--- config.mk ---
export PLATFORM = sky130hd
export DESIGN_NAME = rstc_top
export DESIGN_NICKNAME = d
export VERILOG_FILES = /design/src/rtl/rstc_pkg.sv /design/src/rtl/rstc_sync.sv /design/src/rtl/rstc_stretch.sv /design/src/rtl/rstc_cause.sv /design/src/rtl/rstc_top.sv
export SDC_FILE = /design/constraint.sdc
export NUM_CORES = 1
export LEC_CHECK = 0
export BUFFER_PORTS_ARGS = -buffer_cell sky130_fd_sc_hd__buf_4
export CORE_MARGIN = 2
export CORE_UTILIZATION = 52
export CTS_CLUSTER_DIAMETER = 120
export DETAILED_ROUTE_END_ITERATION = 16
export PLACE_DENSITY_LB_ADDON = 0.08
export SYNTH_ARGS = -nofsm -noshare
export SYNTH_HDL_FRONTEND = slang
export SYNTH_SLANG_ARGS = --single-unit
export TNS_END_PERCENT = 100
--- constraint.sdc ---
create_clock -name clk -period 1.4 [get_ports clk]
set_input_delay 0.07 -clock clk [delete_from_list [all_inputs] [get_ports clk]]
set_output_delay 0.07 -clock clk [all_outputs]
set_load 0.01 [all_outputs]
--- src/rtl/rstc_pkg.sv ---
package rstc_pkg;
  localparam int unsigned CAUSE_W = 4;

  typedef enum int unsigned {
    SRC_MASTER = 0,
    SRC_NORMAL = 1,
    SRC_WDOG   = 2,
    SRC_SOFT   = 3
  } src_e;

  typedef logic [CAUSE_W-1:0] cause_t;

  localparam logic ADDR_CTRL  = 1'b0;
  localparam logic ADDR_CAUSE = 1'b1;

  function automatic cause_t cause_bit(src_e s);
    cause_t c;
    c = '0;
    c[s] = 1'b1;
    return c;
  endfunction
endpackage

--- src/rtl/rstc_sync.sv ---
module rstc_sync #(
  parameter int unsigned STAGES = 2
) (
  input  logic clk,
  input  logic d_i,
  output logic q_o
);
  logic [STAGES-1:0] chain;

  always_ff @(posedge clk) begin
    chain <= {chain[STAGES-2:0], d_i};
  end

  assign q_o = chain[STAGES-1];
endmodule

--- src/rtl/rstc_stretch.sv ---
module rstc_stretch #(
  parameter int unsigned HOLD = 16
) (
  input  logic clk,
  input  logic srst,
  input  logic req_i,
  output logic rst_o
);
  localparam int unsigned CW = $clog2(HOLD + 1);
  localparam int unsigned QW = CW + 1;

  logic [CW-1:0] cnt;
  logic          rst_q;

  always_ff @(posedge clk) begin
    if (srst) begin
      cnt   <= CW'(HOLD);
      rst_q <= 1'b1;
    end else begin
      if (req_i)         cnt <= CW'(HOLD);
      else if (cnt != 0) cnt <= cnt - 1'b1;
      rst_q <= req_i || (cnt != 0);
    end
  end

  assign rst_o = rst_q;

  // Checker state: edges since the last request, saturating.
  logic [QW-1:0] quiet;
  logic          seen;
  always_ff @(posedge clk) begin
    if (srst || req_i) begin
      quiet <= '0;
      seen  <= 1'b1;
    end else if (quiet <= QW'(HOLD)) begin
      quiet <= quiet + 1'b1;
    end
  end

  p_req_asserts_r6: assert property (@(posedge clk) disable iff (srst)
    req_i |=> rst_o);
  p_hold_window_r6: assert property (@(posedge clk) disable iff (srst)
    (seen && quiet <= QW'(HOLD)) |-> rst_o);
  p_release_quiet_r6: assert property (@(posedge clk) disable iff (srst)
    $fell(rst_o) |-> !$past(req_i));
endmodule

--- src/rtl/rstc_cause.sv ---
module rstc_cause
  import rstc_pkg::*;
(
  input  logic   clk,
  input  logic   srst,
  input  logic   normal_i,
  input  logic   wdog_i,
  input  logic   soft_i,
  input  logic   clr_en_i,
  input  cause_t clr_mask_i,
  output cause_t cause_o
);
  cause_t cause_q;

  always_ff @(posedge clk) begin
    if (srst)          cause_q <= cause_bit(SRC_MASTER);
    else if (normal_i) cause_q <= cause_bit(SRC_NORMAL);
    else if (wdog_i)   cause_q <= cause_bit(SRC_WDOG);
    else if (soft_i)   cause_q <= cause_bit(SRC_SOFT);
    else if (clr_en_i) cause_q <= cause_q & ~clr_mask_i;
  end

  assign cause_o = cause_q;

  p_cause_onehot_r8: assert property (@(posedge clk) disable iff (srst)
    $onehot0(cause_o));
  p_master_cause_r8: assert property (@(posedge clk)
    srst |=> (cause_o == cause_bit(SRC_MASTER)));
  p_normal_first_r9: assert property (@(posedge clk) disable iff (srst)
    normal_i |=> cause_o[SRC_NORMAL]);
  p_wdog_over_soft_r9: assert property (@(posedge clk) disable iff (srst)
    (wdog_i && !normal_i) |=> cause_o[SRC_WDOG]);
endmodule

--- src/rtl/rstc_top.sv ---
module rstc_top
  import rstc_pkg::*;
#(
  parameter int unsigned SYNC_STAGES = 2,
  parameter int unsigned HOLD_CYCLES = 16
) (
  input  logic               clk,
  input  logic               ext_rst_n,
  input  logic               mem_rst_en_n,
  input  logic               wdog_expire,
  input  logic               reg_wr,
  input  logic               reg_addr,
  input  logic [CAUSE_W-1:0] reg_wdata,
  output logic               sys_rst_o,
  output logic               mem_rst_o,
  output logic               soft_pending_o,
  output logic [CAUSE_W-1:0] cause_o
);
  logic ext_s, men_s;

  rstc_sync #(.STAGES(SYNC_STAGES)) u_sync_ext (
    .clk(clk), .d_i(~ext_rst_n), .q_o(ext_s));
  rstc_sync #(.STAGES(SYNC_STAGES)) u_sync_men (
    .clk(clk), .d_i(~mem_rst_en_n), .q_o(men_s));

  // Classification of the synchronized pins
  logic master_s, normal_s;
  assign master_s = ext_s & men_s;
  assign normal_s = ext_s & ~men_s;

  // Software reset request: one firing per write, cleared after release
  logic soft_req, soft_armed, soft_fire, sys_prev, sw_ok, sys_done;
  assign soft_fire = soft_req & ~soft_armed;
  assign sw_ok     = ~sys_rst_o;
  assign sys_done  = sys_prev & ~sys_rst_o;

  always_ff @(posedge clk) begin
    sys_prev <= sys_rst_o;
    if (master_s) begin
      soft_req   <= 1'b0;
      soft_armed <= 1'b0;
    end else begin
      if (soft_armed && sys_done) begin
        soft_req   <= 1'b0;
        soft_armed <= 1'b0;
      end else begin
        if (reg_wr && reg_addr == ADDR_CTRL && sw_ok && reg_wdata[0])
          soft_req <= 1'b1;
        if (soft_fire)
          soft_armed <= 1'b1;
      end
    end
  end

  // Domain requests (master enters both stretchers through srst)
  logic sys_req, mem_req;
  assign sys_req = normal_s | wdog_expire | soft_fire;
  assign mem_req = men_s & (wdog_expire | soft_fire);

  rstc_stretch #(.HOLD(HOLD_CYCLES)) u_str_sys (
    .clk(clk), .srst(master_s), .req_i(sys_req), .rst_o(sys_rst_o));
  rstc_stretch #(.HOLD(HOLD_CYCLES)) u_str_mem (
    .clk(clk), .srst(master_s), .req_i(mem_req), .rst_o(mem_rst_o));

  rstc_cause u_cause (
    .clk       (clk),
    .srst      (master_s),
    .normal_i  (normal_s),
    .wdog_i    (wdog_expire),
    .soft_i    (soft_fire),
    .clr_en_i  (reg_wr && reg_addr == ADDR_CAUSE && sw_ok),
    .clr_mask_i(reg_wdata),
    .cause_o   (cause_o)
  );

  assign soft_pending_o = soft_req;

  p_master_all_r2: assert property (@(posedge clk)
    master_s |=> (sys_rst_o && mem_rst_o));
  p_normal_spares_mem_r3: assert property (@(posedge clk) disable iff (master_s)
    (normal_s && !mem_rst_o) |=> !mem_rst_o);
  p_pin_latency_r1: assert property (@(posedge clk) disable iff (master_s)
    $past(!ext_rst_n, 3) |-> sys_rst_o);
  p_mem_within_sys_r11: assert property (@(posedge clk) disable iff (master_s)
    mem_rst_o |-> sys_rst_o);
  p_wdog_reset_r4: assert property (@(posedge clk) disable iff (master_s)
    wdog_expire |=> sys_rst_o);
  p_soft_clear_r7: assert property (@(posedge clk) disable iff (master_s)
    $fell(soft_pending_o) |-> !sys_rst_o);
  p_write_ignored_r7: assert property (@(posedge clk) disable iff (master_s)
    (sys_rst_o && !soft_pending_o) |=> !soft_pending_o);
endmodule

# After elaboration in Yosys (flattened, before gate mapping)
# Cells that the tools add are included.
# Widths: inputs -> output; s select.
[classes]
n_addsub = 2
muxes = 4
bitwise = 16
n_reduce_logical = 18
[op_table]
columns = ["operator", "n"]
rows = [
  ["$reduce_bool 5->1", 2],
  ["$sub 5x1->5 const B", 2],
  ["$mux 4", 2],
  ["$reduce_or 2->1", 4],
  ["$logic_and 1x1->1", 6],
  ["$not 1->1", 6],
  ["$and 1x1->1", 5],
  ["$and 4x4->4", 1],
  ["$not 4->4", 1],
  ["$reduce_bool 4->1", 1],
  ["$mux 3", 1],
  ["$or 1x1->1", 3],
  ["$reduce_bool 3->1", 1],
  ["$reduce_or 3->1", 1],
  ["$logic_or 1x1->1", 2],
  ["$mux 2", 1],
  ["$reduce_bool 2->1", 1],
]
[word_totals]
ff_bits = 23
input_bits = 10
out_inout_bits = 7
word_cells = 52

# Longest topological paths before layout
[depth]
depth_word = 6
ltp_mapped = 5
ltp_nobuf = 5

# Cells and area by module
# From an unflattened synthesis, not the netlist that was laid out.
[unflattened]
hier_cells = 93
area_unflattened_um2 = 929.6
[modules_own_cells]
columns = ["module", "instances", "cells_each", "area_per_inst_um2", "seq_area_each_um2"]
rows = [
  ["rstc_stretch", 2, 27, 267.8, 120.1],
  ["rstc_top", 1, 17, 162.7, 60.1],
  ["rstc_cause", 1, 18, 151.4, 80.1],
  ["rstc_sync", 2, 2, 40.0, 40.0],
]

# Worst setup path before layout
# OpenSTA, ideal clock, no wires.
[synth_path]
path_type = "reg2reg"
startpoint = "register u_str_mem.cnt[0]"
endpoint = "register u_str_mem.cnt[1]"
setup_time_ns = 0.095
t_arrival_ns = 1.093
t_required_ns = 1.305
path_slack_ns = 0.212
path_stages_with_launch = 6
path_buffers = 0
period_less_slack_ns = 1.188
cell_sequence = "dfxtp_1 > inv_1 > ha_1 > nor4b_4 > nor2b_1 > a221oi_1"
[synth_via]
elab_chain_len = 1
elab_cells_between_ends = 2
cone_classes = "1 x add/sub; 1 x reduce/logical"
[synth_lines]
columns = ["item", "line_no", "rtl"]
rows = [
  ["start: declaration", "rstc_stretch.sv:12", "logic [CW-1:0] cnt;"],
  ["start signal: assignment", "rstc_stretch.sv:17", "cnt <= CW'(HOLD);"],
  ["start signal: assignment", "rstc_stretch.sv:20", "if (req_i) cnt <= CW'(HOLD);"],
  ["start signal: assignment", "rstc_stretch.sv:21", "else if (cnt != 0) cnt <= cnt - 1'b1;"],
  ["$sub 5x1->5 or $reduce_bool 5->1 (tied branches)", "rstc_stretch.sv:21", ""],
]
# Parallel ways exist; a longest one is shown, timed or not.
# A chain may end at the register's enable or synchronous reset.

# Worst setup path after layout
[layout_path]
startpoint = "register u_str_mem.cnt[0]"
endpoint = "register u_str_mem.cnt[0]"
# Same word-level chain as after synthesis.

==> impl_metrics.csv <==
group,metric,value,unit
critical_path,startpoint_type,"flip-flop",
critical_path,cp.required,1600,ps
floorplan,rows,15,
cells_and_area,diodes,0,
floorplan,io_pins,17,
synth,synth_area_per_cell,10.3,µm²
pwr,netSwitchingPower,0.489,mW
critical_path,crit_path_end_kind,"flip-flop",
synth,yosys_warnings,0,
synth,synth_cells,89,
pwr,p_clk_share,18.4,%
cells_and_area,area_growth,24.5,%
pwr,leakage,0.499,nW
critical_path,crit_type,"reg -> reg",
placement,port_buffers,16,
timing,finalSetupTns,0,ps
timing,hold_viol,0,
timing,finalSetupViolCount,0,
global_route,grt_pass1_wl,2660,µm
synth,synth_ff_type,"dfxtp_1",
timing,whs,25.6,ps
pwr,power.share.combinational,30.2,%
run_status,status,"complete, no violations",
placement,routabilityCongestion,0.728,
global_route,grtUsageTotal,17.7,%
pwr,intPower,1.16,mW
cells_and_area,layout-drive-gt1-share,25.2,%
critical_path,path_buf_inv,2,
cts,cts.htree.levels,1,
synth,syn-num-nets,103,
floorplan,dieHeight,46.0,µm
timing,slew_violations,0,
critical_path,critPathTopFamily,"flip-flops",
global_route,globalRouteOverflowTotal,0,
synth,synth.distinct_cells,26,
routing,post_drt_wl_per_cell,12.2,µm
routing,route.detailed.drc,0,
cts,cts_max_path_buffers,2,
timing,final.setup_skew,1.63,ps
critical_path,slowest_stage,"dfxtp_1",
cells_and_area,final_nets,130,
timing,layout_min_cycle_time,1320,ps
pwr,powerDensity,1440,nW/µm²
critical_path,crit_path_max_fanout,4,
routing,wl,1620,µm
floorplan,die_area,2120,µm²
synth,synth_top_area_cell,"dfxtp_1",
pwr,pwr-share-seq,51.4,%
routing,ant_nets,0,
routing,via_count,678,
critical_path,cp.arrival,1510,ps
cts,cts_tree,"done",
critical_path,max_stage_delay,330,ps
global_route,grt_max_degree,13,
synth,synth_top_area_share,50.1,%
synth,synth_area_leaders,"dfxtp_1, ha_1, nor4b_4",
synth,synth_common_cells,"dfxtp_1, inv_1, nor2_1",
synth,synth.cell_area,918,µm²
cts,clkTransAtPathRegs,120,ps
run,cap_violations,0,
synth,synth_most_common_cell,"dfxtp_1",
timing,fin_crit_sh,93.9,%
global_route,grt_pass1_vias,663,
synth,synth-seq-cells,23,
timing,fmax,0.760,GHz
floorplan,start_util,54.4,%
pwr,vdd_drop_max,0.878,mV
cts,cts_buffers,3,
floorplan,dieWidth,46.0,µm
synth,synth-edff-count,0,
routing,dr.pass1.iters,3,
timing,relSlewSlack,70.9,%
global_route,grt_antenna_before_repair,0,
routing,drt-initial-drc-count,1,
critical_path,path_cells,"inv_1 > ha_2 > nor4b_4 > buf_4 > xnor2_1 > a21oi_1",
cts,clkSinkCount,23,
synth,synth_seq_area_share,50.1,%
placement,dpl.hpwl,1200,µm
synth,synthArstFlopShare,0,%
pwr,swShare,29.7,%
floorplan,fp.coreArea,1690,µm²
routing,viasPerCell,5.14,
cts,worstSkewPairLatency,300,ps
hold_path,hold_path_class,"in -> reg",
cts,clock-root-buffer,"clkbuf_4",
timing,worstMarginPinSlew,433,ps
cells_and_area,fillers,146,
-- state kept, by name (all words and copies together) (netlist names), 2 cells and up --
name	cells
u_str_sys.cnt	5
u_sync_ext.chain	2
u_cause.cause_o	4
u_sync_men.chain	2
u_str_mem.cnt	5
-- layer usage --
| layer | vias to the layer above | GRT usage [%] | wire length (µm) |
|---|---|---|---|
| met5 | - | 0 | 0 |
| met4 | 0 | 6.86 | 12 |
| met3 | 4 | 4.76 | 63 |
| met2 | 15 | 27.8 | 758 |
| met1 | 298 | 23.0 | 780 |
| li1 | 361 | - | - |
-- tightest hold or removal path, stage by stage --
cell	delay, ps
buf_4	80
a31oi_1	60
nor2_1	90
-- cell type report --
type                            count  area, µm²  share of cell area (%)
Timing Repair Buffer               22        173                    15.1
Sequential cell                    23        460                    40.3
Tap cell                           17       21.3                    1.86
Multi-Input combinational cell     57        429                    37.5
Clock buffer                        4       26.3                    2.30
Inverter                            9       33.8                    2.95
-- cell families (layout without fill, tap and decap cells) --
logic type	after synthesis	count (layout)	share of synthesized area, %
adder cells (fa/ha/maj)	4	4	5.45
multiplexers	2	2	2.18
XOR/XNOR	5	5	4.77
AND/OR/NAND/NOR	34	34	23.3
AO/OA/AOI/OAI	12	12	10.5
buffers and inverters	9	35	3.68
flip-flops	23	23	50.1
-- final timing paths --
kind,end,slack [ps],cells after the start,start
worst min register to register,u_sync_men.chain[1]$_DFF_P_,350,0,u_sync_men.chain[0]$_DFF_P_
worst max-delay path,u_str_mem.cnt[0]$_SDFFE_PP0P_,80,6,u_str_mem.cnt[0]$_SDFFE_PP0P_
worst max register to register,u_str_mem.cnt[0]$_SDFFE_PP0P_,80,6,u_str_mem.cnt[0]$_SDFFE_PP0P_
worst min-delay path,soft_pending_o$_SDFFE_PP0P_,30,3,reg_wdata[0]
-- power by group through the flow --
| stage | logic [mW] | clock network (mW) | registers (mW) |
|---|---|---|---|
| detailed placement | 0.462 | 0 | 0.861 |
| CTS | 0.474 | 0.316 | 0.846 |
| floorplan | 0.364 | 0 | 0.850 |
| global placement | 0.457 | 0 | 0.857 |
| finish | 0.497 | 0.304 | 0.845 |
| global route | 0.566 | 0.335 | 0.861 |
-- stage by stage --
stage	worst slack (ps)	std cells	power [mW]	util (%)	area (µm²)
floorplan	212	89	1.21	-	918
global placement	51.0	122	1.31	62.7	1060
CTS	49.9	129	1.64	66.1	1120
detailed placement	77.0	122	1.32	62.7	1060
global route	-26.0	132	1.76	67.7	1140
finish	84.9	132	1.65	67.7	1140
-- placed cells by master, fill, tap and decap left out, drive strengths merged --
cell type,Yosys,routed
a21oi,1,1
nand4,1,1
dfxtp,23,23
a21o,1,1
or3,1,1
inv,9,9
nand2b,1,1
o21a,1,1
xnor2,5,5
nor3,5,5
clkbuf,0,4
ha,4,4
a32o,3,3
nor2b,5,5
nor2,8,8
buf,0,19
nor3b,2,2
dlygate4sd3,0,3
a211oi,2,2
a221oi,1,1
a31oi,2,2
nand3,2,2
o211a,1,1
and2,1,1
nor4b,2,2
mux2i,2,2
nand4b,1,1
nand2,5,5
-- repair_timing --
action,in CTS,in global routing
hold endpoints to repair,3,0
endpoints found under the setup margin,0,5
hold buffers,3,0
resized for setup,0,4
setup buffers,0,3
(Power assumes the default switching activity.)
